$ cat config.mk
export PLATFORM = sky130hd
export DESIGN_NAME = ir_run_sampler
export DESIGN_NICKNAME = d
export VERILOG_FILES = /design/src/rtl/ir_rs_pkg.sv /design/src/rtl/ir_rs_sync.sv /design/src/rtl/ir_rs_runlen.sv /design/src/rtl/ir_rs_fifo.sv /design/src/rtl/ir_run_sampler.sv
export SDC_FILE = /design/constraint.sdc
export NUM_CORES = 1
export LEC_CHECK = 0
export BUFFER_PORTS_ARGS = -buffer_cell sky130_fd_sc_hd__clkbuf_2
export CORE_ASPECT_RATIO = 1.5
export CORE_MARGIN = 2
export CORE_UTILIZATION = 49
export DETAILED_ROUTE_END_ITERATION = 7
export PLACE_DENSITY = 0.64
export RECOVER_POWER = 25
export SLEW_MARGIN = 30
export SYNTH_ARGS = -nofsm -noshare
export SYNTH_HDL_FRONTEND = slang
export SYNTH_SLANG_ARGS = --single-unit
export TNS_END_PERCENT = 5
$ cat constraint.sdc
create_clock -name clk -period 8.1 [get_ports clk]
set_input_delay 0.81 -clock clk [delete_from_list [all_inputs] [get_ports clk]]
set_output_delay 0.81 -clock clk [all_outputs]
set_load 0.03 [all_outputs]
$ cat src/rtl/ir_rs_pkg.sv
package ir_rs_pkg;
  typedef enum logic {RX_IDLE = 1'b0, RX_ACTIVE = 1'b1} rx_state_e;

  localparam logic [1:0] ADDR_DATA = 2'd0;
  localparam logic [1:0] ADDR_STAT = 2'd1;
  localparam logic [1:0] ADDR_IEN  = 2'd2;
  localparam logic [1:0] ADDR_CFG  = 2'd3;

  localparam int unsigned FLAG_OVF  = 0;
  localparam int unsigned FLAG_PEND = 1;
  localparam int unsigned FLAG_LVL  = 4;

  localparam int unsigned CFG_EN    = 0;
  localparam int unsigned CFG_INV   = 2;
  localparam int unsigned CFG_IDLE  = 16;
  localparam int unsigned FIELD_CNT = 8;
endpackage

$ cat src/rtl/ir_rs_sync.sv
module ir_rs_sync #(
  parameter int unsigned STAGES = 2
) (
  input  logic clk,
  input  logic rst_n,
  input  logic din,
  input  logic invert,
  output logic dout
);
  logic [STAGES-1:0] sh_q;
  logic [STAGES-1:0] sh_d;

  generate
    if (STAGES == 1) begin : g_one
      always_comb sh_d = din;
    end else begin : g_many
      always_comb sh_d = {sh_q[STAGES-2:0], din};
    end
  endgenerate

  always_ff @(posedge clk or negedge rst_n) begin
    if (!rst_n) sh_q <= '0;
    else        sh_q <= sh_d;
  end

  assign dout = sh_q[STAGES-1] ^ invert;
endmodule

$ cat src/rtl/ir_rs_runlen.sv
module ir_rs_runlen
  import ir_rs_pkg::*;
#(
  parameter int unsigned LEN_W  = 7,
  parameter int unsigned IDLE_W = 16
) (
  input  logic              clk,
  input  logic              rst_n,
  input  logic              enable,
  input  logic              tick,
  input  logic              level,
  input  logic [IDLE_W-1:0] idle_th,
  output logic              push,
  output logic [LEN_W:0]    entry,
  output logic              pkt_end
);
  localparam logic [LEN_W-1:0] MAX_LEN = {LEN_W{1'b1}};

  rx_state_e         state_q, state_d;
  logic              lvl_q, lvl_d;
  logic [LEN_W-1:0]  len_q, len_d;
  logic [IDLE_W-1:0] idle_q, idle_d;
  logic              idle_hit;

  assign idle_hit = (state_q == RX_ACTIVE) && !lvl_q && (idle_q >= idle_th);

  always_comb begin
    state_d = state_q;
    lvl_d   = lvl_q;
    len_d   = len_q;
    idle_d  = idle_q;
    push    = 1'b0;
    entry   = '0;
    pkt_end = 1'b0;
    if (!enable) begin
      state_d = RX_IDLE;
      lvl_d   = 1'b0;
      len_d   = '0;
      idle_d  = '0;
    end else if (idle_hit) begin
      push    = 1'b1;
      entry   = {1'b0, len_q};
      pkt_end = 1'b1;
      state_d = RX_IDLE;
      len_d   = '0;
      idle_d  = '0;
    end else if (tick) begin
      unique case (state_q)
        RX_IDLE: begin
          if (level) begin
            state_d = RX_ACTIVE;
            lvl_d   = 1'b1;
            len_d   = LEN_W'(1);
            idle_d  = '0;
          end
        end
        RX_ACTIVE: begin
          if (level != lvl_q) begin
            push   = 1'b1;
            entry  = {lvl_q, len_q};
            lvl_d  = level;
            len_d  = LEN_W'(1);
            idle_d = level ? '0 : IDLE_W'(1);
          end else begin
            if (len_q == MAX_LEN) begin
              push  = 1'b1;
              entry = {lvl_q, MAX_LEN};
              len_d = LEN_W'(1);
            end else begin
              len_d = len_q + LEN_W'(1);
            end
            if (!lvl_q && (idle_q != {IDLE_W{1'b1}})) idle_d = idle_q + IDLE_W'(1);
          end
        end
        default: state_d = RX_IDLE;
      endcase
    end
  end

  always_ff @(posedge clk or negedge rst_n) begin
    if (!rst_n) begin
      state_q <= RX_IDLE;
      lvl_q   <= 1'b0;
      len_q   <= '0;
      idle_q  <= '0;
    end else begin
      state_q <= state_d;
      lvl_q   <= lvl_d;
      len_q   <= len_d;
      idle_q  <= idle_d;
    end
  end
endmodule

$ cat src/rtl/ir_rs_fifo.sv
module ir_rs_fifo #(
  parameter int unsigned DEPTH = 64,
  parameter int unsigned WIDTH = 8,
  localparam int unsigned AW    = $clog2(DEPTH),
  localparam int unsigned CNT_W = $clog2(DEPTH + 1)
) (
  input  logic             clk,
  input  logic             rst_n,
  input  logic             push,
  input  logic [WIDTH-1:0] wdata,
  input  logic             pop,
  output logic [WIDTH-1:0] head,
  output logic [CNT_W-1:0] count,
  output logic             full,
  output logic             empty
);
  logic [WIDTH-1:0] mem_q [DEPTH];
  logic [AW-1:0]    wr_q, wr_d, rd_q, rd_d;
  logic [CNT_W-1:0] cnt_q, cnt_d;
  logic             wr_en, rd_en;

  assign full  = (cnt_q == CNT_W'(DEPTH));
  assign empty = (cnt_q == '0);
  assign wr_en = push && !full;
  assign rd_en = pop && !empty;
  assign head  = mem_q[rd_q];
  assign count = cnt_q;

  always_comb begin
    wr_d  = wr_en ? wr_q + AW'(1) : wr_q;
    rd_d  = rd_en ? rd_q + AW'(1) : rd_q;
    cnt_d = cnt_q + CNT_W'(wr_en) - CNT_W'(rd_en);
  end

  always_ff @(posedge clk) begin
    if (wr_en) mem_q[wr_q] <= wdata;
  end

  always_ff @(posedge clk or negedge rst_n) begin
    if (!rst_n) begin
      wr_q  <= '0;
      rd_q  <= '0;
      cnt_q <= '0;
    end else begin
      wr_q  <= wr_d;
      rd_q  <= rd_d;
      cnt_q <= cnt_d;
    end
  end
endmodule

$ cat src/rtl/ir_run_sampler.sv
module ir_run_sampler
  import ir_rs_pkg::*;
#(
  parameter int unsigned DEPTH       = 64,
  parameter int unsigned LEN_W       = 7,
  parameter int unsigned IDLE_W      = 16,
  parameter int unsigned SYNC_STAGES = 2
) (
  input  logic        clk,
  input  logic        rst_n,
  input  logic        ir_in,
  input  logic        tick,
  input  logic [1:0]  reg_addr,
  input  logic        reg_wr,
  input  logic        reg_rd,
  input  logic [31:0] reg_wdata,
  output logic [31:0] reg_rdata,
  output logic        irq
);
  localparam int unsigned CNT_W = $clog2(DEPTH + 1);
  localparam int unsigned ENT_W = LEN_W + 1;

  logic              cfg_en_q, cfg_en_d;
  logic              cfg_inv_q, cfg_inv_d;
  logic [IDLE_W-1:0] idle_th_q, idle_th_d;
  logic [7:0]        ien_q, ien_d;
  logic [CNT_W-1:0]  lvl_th_q, lvl_th_d;
  logic              ovf_q, ovf_d;
  logic              pend_q, pend_d;
  logic [31:0]       rdata_q, rdata_d;

  logic              line_s;
  logic              run_push, run_end;
  logic [LEN_W:0]    run_entry;
  logic              fifo_pop, fifo_full, fifo_empty;
  logic [ENT_W-1:0]  fifo_head;
  logic [CNT_W-1:0]  fifo_count;
  logic              lvl_flag;
  logic [7:0]        flag_vec;
  logic [31:0]       stat_word, ien_word, cfg_word;
  logic              wr_stat, wr_ien, wr_cfg;
  logic              unused_wbits;

  assign unused_wbits = ^reg_wdata;

  ir_rs_sync #(.STAGES(SYNC_STAGES)) u_sync (
    .clk(clk), .rst_n(rst_n), .din(ir_in), .invert(cfg_inv_q), .dout(line_s)
  );

  ir_rs_runlen #(.LEN_W(LEN_W), .IDLE_W(IDLE_W)) u_runlen (
    .clk(clk), .rst_n(rst_n), .enable(cfg_en_q), .tick(tick), .level(line_s),
    .idle_th(idle_th_q), .push(run_push), .entry(run_entry), .pkt_end(run_end)
  );

  ir_rs_fifo #(.DEPTH(DEPTH), .WIDTH(ENT_W)) u_fifo (
    .clk(clk), .rst_n(rst_n), .push(run_push), .wdata(run_entry), .pop(fifo_pop),
    .head(fifo_head), .count(fifo_count), .full(fifo_full), .empty(fifo_empty)
  );

  assign wr_stat  = reg_wr && (reg_addr == ADDR_STAT);
  assign wr_ien   = reg_wr && (reg_addr == ADDR_IEN);
  assign wr_cfg   = reg_wr && (reg_addr == ADDR_CFG);
  assign fifo_pop = reg_rd && (reg_addr == ADDR_DATA) && !fifo_empty;
  assign lvl_flag = (fifo_count >= lvl_th_q);

  always_comb begin
    flag_vec            = '0;
    flag_vec[FLAG_OVF]  = ovf_q;
    flag_vec[FLAG_PEND] = pend_q;
    flag_vec[FLAG_LVL]  = lvl_flag;
  end

  always_comb begin
    stat_word = '0;
    stat_word[7:0] = flag_vec;
    stat_word[FIELD_CNT +: CNT_W] = fifo_count;
    ien_word = '0;
    ien_word[7:0] = ien_q;
    ien_word[FIELD_CNT +: CNT_W] = lvl_th_q;
    cfg_word = '0;
    cfg_word[CFG_EN]  = cfg_en_q;
    cfg_word[CFG_INV] = cfg_inv_q;
    cfg_word[CFG_IDLE +: IDLE_W] = idle_th_q;
  end

  always_comb begin
    cfg_en_d  = cfg_en_q;
    cfg_inv_d = cfg_inv_q;
    idle_th_d = idle_th_q;
    ien_d     = ien_q;
    lvl_th_d  = lvl_th_q;
    ovf_d     = ovf_q;
    pend_d    = pend_q;
    rdata_d   = rdata_q;
    if (wr_cfg) begin
      cfg_en_d  = reg_wdata[CFG_EN];
      cfg_inv_d = reg_wdata[CFG_INV];
      idle_th_d = reg_wdata[CFG_IDLE +: IDLE_W];
    end
    if (wr_ien) begin
      ien_d    = reg_wdata[7:0];
      lvl_th_d = reg_wdata[FIELD_CNT +: CNT_W];
    end
    if (wr_stat && reg_wdata[FLAG_OVF])  ovf_d  = 1'b0;
    if (wr_stat && reg_wdata[FLAG_PEND]) pend_d = 1'b0;
    if (run_push && fifo_full) ovf_d  = 1'b1;
    if (run_end)               pend_d = 1'b1;
    if (reg_rd) begin
      unique case (reg_addr)
        ADDR_DATA: rdata_d = fifo_empty ? '0 : 32'(fifo_head);
        ADDR_STAT: rdata_d = stat_word;
        ADDR_IEN:  rdata_d = ien_word;
        default:   rdata_d = cfg_word;
      endcase
    end
  end

  always_ff @(posedge clk or negedge rst_n) begin
    if (!rst_n) begin
      cfg_en_q  <= 1'b0;
      cfg_inv_q <= 1'b0;
      idle_th_q <= IDLE_W'(1000);
      ien_q     <= '0;
      lvl_th_q  <= CNT_W'(DEPTH / 2);
      ovf_q     <= 1'b0;
      pend_q    <= 1'b0;
      rdata_q   <= '0;
    end else begin
      cfg_en_q  <= cfg_en_d;
      cfg_inv_q <= cfg_inv_d;
      idle_th_q <= idle_th_d;
      ien_q     <= ien_d;
      lvl_th_q  <= lvl_th_d;
      ovf_q     <= ovf_d;
      pend_q    <= pend_d;
      rdata_q   <= rdata_d;
    end
  end

  assign reg_rdata = rdata_q;
  assign irq       = |(flag_vec & ien_q);
endmodule

==> results by stage <==
Pwr:
- The internal power contribution is around 5.8 mW.
- The switching share of power is slightly below 30%.
- The clock network is responsible for around 33% of the overall power.
- The share of total power in combinational logic is between 20% and 30%.
- The switching power summed over all nets is 2.37 mW.
- Across the VDD grid, the largest voltage drop is roughly 190 uV.
- Summed over all cells, the static leakage comes to slightly above 9 nW.
- The register share of total power is 46.0%.
- Power spread over the standard cell area amounts to between 200 and 300 nW/um2.

Logic synthesis:
- The flip-flop and latch count after synthesis is approximately 620.
- The post-synth design cell area is 25,800 um2.
- Ranked by instance count, the synthesized netlist is headed by edfxtp_1 (512), mux4_2 (116), dfrtp_1 (105), nor3_1 (70), nor2_1 (66).
- The cell taking the most area after synthesis is edfxtp_1.
- The count of yosys warnings during synthesis is 0.
- The share of the synthesized area in the top cell type is between 50% and 60%.
- The post-synth net total is between 1,500 and 2,000.
- The number of synthesized flops with an enable pin is 512.
- After synthesis, flip-flops and latches occupy a little over two thirds of the total area.
- For this run, asynchronously set or reset flops after synthesis account for approximately 18%.
- The top flip-flop cell by instance count after synthesis is edfxtp_1.
- The dominant cell by count in the synthesized netlist is edfxtp_1.
- Counting every instance in the synthesized netlist gives roughly 1,500.
- By area the synthesized netlist is led by edfxtp_1 (59%), dfrtp_1 (10%), mux4_2 (10%).
- The netlist uses about 70 different library cells.
- The average footprint of a synthesized cell is approximately 17 um2.

Setup path:
- At the worst endpoint, the required time is ~8500 ps.
- Walking the worst path, the cells encountered are inv_1 -> ha_1 -> a211oi_1 -> o21ai_0 -> a221oi_1 -> nor2_1 -> nor2_4 -> clkbuf_1 -> nor3_1 -> buf_4.
- The worst path arrival time is 6260 ps.
- STA classifies the critical path startpoint as a register.
- The buffers plus inverters on the worst setup path is 3.
- The slowest cell on the critical path is clkbuf_1.
- The critical path is of the reg2reg type.
- The worst setup path is captured at a register.
- The cell type group with the largest total delay on the critical path is buffers and inverters.
- The delay of the slowest cell on the worst path is approximately 2200 ps.
- In this run the worst path has a maximum fanout of between 50 and 60.

Detailed routing:
- After detailed routing, the average wire length per cell comes to between 20 and 30 um.
- The detailed-route vias per instance is between 6 and 7.
- In this run, the number of DRC markers left after iteration 0 of detailed routing was ~1,000.
- The pre-antenna-repair detailed-routing pass consisted of 5 iterations.
- The post-detailed-route DRC marker count is 0.
- The count of nets left with antenna violations after detail routing is 0.
- For this block, the routed nets add up to between 50,000 and 60,000 um of wire.
- For this block, the via count after detailed routing is 14,100.

Run:
- The tool flagged a number of max-cap violations equal to 9.

Place:
- The HPWL after detailed placement is between 30,000 and 40,000 um.
- At the end of routability-driven placement, the weighted congestion stood at 0.833.
- The count of buffers from port buffering is 70.
- The cell area after placement is 27,300 um2.

STA:
- Clock skew on the completed layout was measured at approximately 14 ps.
- The number of max-slew violations in the final report is around 500.
- The worst pin sits at a relative slew slack of -128%.
- For the final routed database, the setup TNS stands at 0 ps.
- For this run, the top clock speed supported by timing is about 170 MHz.
- The final count of negative-setup-slack endpoints is 0.
- Setup repair after global routing left no endpoint under its margin.
- The final worst-path cycle share is 73.0%.
- Subtracting the final worst setup slack from the clock period gives 5910 ps.
- The slew of the pin with the lowest slew margin is ~3400 ps.
- The tightest hold path in the finished design has a slack of 321 ps.
- The final-report hold violation count is 0.

Floorplanning:
- Measured along the y axis, the die boundary spans about 290 um.
- The die width is between 150 and 200 um.
- The placeable core region is roughly 52,000 um2.
- For this configuration, the core starts out at a cell density of 49.4%.
- The die covers between 50,000 and 60,000 um2.
- The number of rows in the core area is just over 100.
- Pin placement for this block handled 73 I/O pins.

Min path:
- The class of the tightest hold or removal check is in2reg.

Global routing:
- The total overflow left after global routing is 0.
- The via count of the first global-routing pass is roughly 15,000.
- The number of antenna violations at the first check in global routing is 0.
- In the global route stage, overall resource usage came out at 22.3%.
- The wire length of the first global-routing pass is between 90,000 and 100,000 um.
- The maximum number of pins on one net before global-route repair is 74.

Clock tree:
- The hold-fix buffer count after cts is 0.
- The quantity of gates resized following cts is 0.
- The clock net in this run drives a total of between 600 and 700 sinks.
- The worst-case clock buffer depth is 3.
- The clock slew seen by the registers of the worst setup and hold paths is 70 ps.
- At the later pin of the worst-skew pair, clock insertion delay measures around 600 ps.
- The CTS buffer count is 55.
- The H-tree was split into 2 levels.
- The total setup buffers inserted after CTS is 0.
- The TritonCTS clock tree is done.
- The CTS root buffer is clkbuf_16.

Finish:
- The relative area change from synthesis to final layout is 12.3%.
- Once layout is done, the placed cells without fillers occupy just under 30,000 um2.
- The final layout contains about 1,700 nets.
- The antenna cell count is 0.
- The share of post-route cells with drive strength above 1 is 22.1%.
- The share of the core filled with cells in the final layout is between 50% and 60%.
- Fill cells in the final layout number about 4,100.

Run status:
- The final reports fail on max-capacitance violations, max-slew violations.
- The flow ran to the end, but the final reports show violations.
## registers in the layout, indices dropped and copies added (netlist names), 2 cells and up
name,count
u_fifo.mem_q,512
u_fifo.wr_q,6
u_fifo.count,7
lvl_th_q,7
u_runlen.idle_q,16
reg_rdata,31
idle_th_q,16
u_sync.sh_q,2
u_runlen.len_q,7
u_fifo.rd_q,6
ien_q,8
## cell usage in the layout (no fill, tap or decap), types with 7 or more instances in the layout
cell type | netlist | routed
clkbuf_1 | 37 | 51
a311oi_1 | 11 | 11
mux2i_1 | 39 | 39
inv_1 | 45 | 45
nor3_2 | 0 | 7
ha_1 | 36 | 36
clkinv_2 | 0 | 9
clkinv_1 | 1 | 12
mux2_2 | 36 | 36
nor2_1 | 66 | 65
edfxtp_1 | 512 | 512
buf_4 | 6 | 62
nand3b_1 | 8 | 8
nor2b_1 | 12 | 7
a22o_1 | 18 | 18
bufinv_16 | 0 | 7
clkbuf_2 | 1 | 36
a31oi_1 | 9 | 9
mux4_2 | 116 | 116
a21oi_1 | 36 | 34
xnor2_1 | 12 | 12
a211oi_1 | 7 | 7
o211ai_1 | 11 | 11
nand2_1 | 56 | 56
a22oi_1 | 39 | 39
o21ai_0 | 29 | 29
and3_1 | 10 | 10
clkbuf_16 | 0 | 56
dfrtp_1 | 105 | 102
a221oi_1 | 9 | 9
nand3_1 | 23 | 23
nor3_1 | 70 | 63
## cell families after synthesis
kind of cell	after synthesis	synth area share [%]
buffers and inverters	130	2.29
DFF	624	70.4
and+or+nand+nor	288	5.54
adders and majority gates	37	1.82
AOI/OAI and AO/OA	204	5.59
muxes	196	13.7
other	1	0.0145
xor gates and xnor gates	18	0.668
## layout make-up
class | count | area (um2) | share of cell area, %
clock buffer | 64 | 1430 | 4.93
clock inverter | 37 | 380 | 1.31
inverter | 46 | 173 | 0.595
multi-input combinational | 744 | 7160 | 24.7
sequential | 624 | 18200 | 62.7
tap | 682 | 853 | 2.94
timing repair buffer | 142 | 818 | 2.82
## metrics by stage
step / cells / worst slack, ps / power [mW]
after global routing: 2339 / 1870 / 8.47
after global placement: 2238 / 3860 / 5.56
after detailed placement: 2238 / 3890 / 5.59
final: 2339 / 2190 / 8.15
after CTS: 2339 / 3850 / 8.22
after floorplan: 1498 / 3950 / 5.05
## metal layers
| layer | wire length (um) | vias to the layer above | share of wire [%] | global-route usage [%] |
|---|---|---|---|---|
| met3 | 3140 | 104 | 5.2 | 2.89 |
| met5 | 0 | - | 0 | 0 |
| li1 | - | 6211 | - | - |
| met4 | 2330 | 0 | 3.9 | 8.62 |
| met2 | 32400 | 426 | 54 | 40.3 |
| met1 | 22000 | 7372 | 37 | 26.9 |
## power groups by stage
| stage | combinational, mW | sequential [mW] | clock, mW |
|---|---|---|---|
| after floorplan | 1.35 | 3.70 | 0 |
| after global placement | 1.74 | 3.82 | 0 |
| after detailed placement | 1.76 | 3.82 | 0 |
| after CTS | 1.77 | 3.75 | 2.69 |
| after global routing | 1.89 | 3.77 | 2.81 |
| final | 1.76 | 3.75 | 2.65 |
## worst register-to-register path, cell delays in order (launching register included)
cell and delay [ps]:
dfstp_1 550, inv_1 140, ha_1 350, a211oi_1 260, o21ai_0 140, a221oi_1 460
nor2_1 290, nor2_4 190, clkbuf_1 2210, nor3_1 690, buf_4 390
## worst paths after layout
path | end | depth (start not counted) | startpoint | slack (ps)
min in group asynchronous | u_runlen.len_q[0]$_DFFE_PN0P_ | 1 | rst_n | 900
max in group asynchronous | u_fifo.rd_q[1]$_DFFE_PN0P_ | 2 | rst_n | 5540
max reg2reg | u_fifo.mem_q[61][6]$_DFFE_PP_ | 10 | idle_th_q[9]$_DFFE_PN1P_ | 2190
min reg2reg | u_sync.sh_q[1]$_DFF_PN0_ | 0 | u_sync.sh_q[0]$_DFF_PN0_ | 350
max | u_fifo.mem_q[61][6]$_DFFE_PP_ | 10 | idle_th_q[9]$_DFFE_PN1P_ | 2190
min | u_sync.sh_q[0]$_DFF_PN0_ | 1 | ir_in | 320
Power figures use the tool's default switching activity.
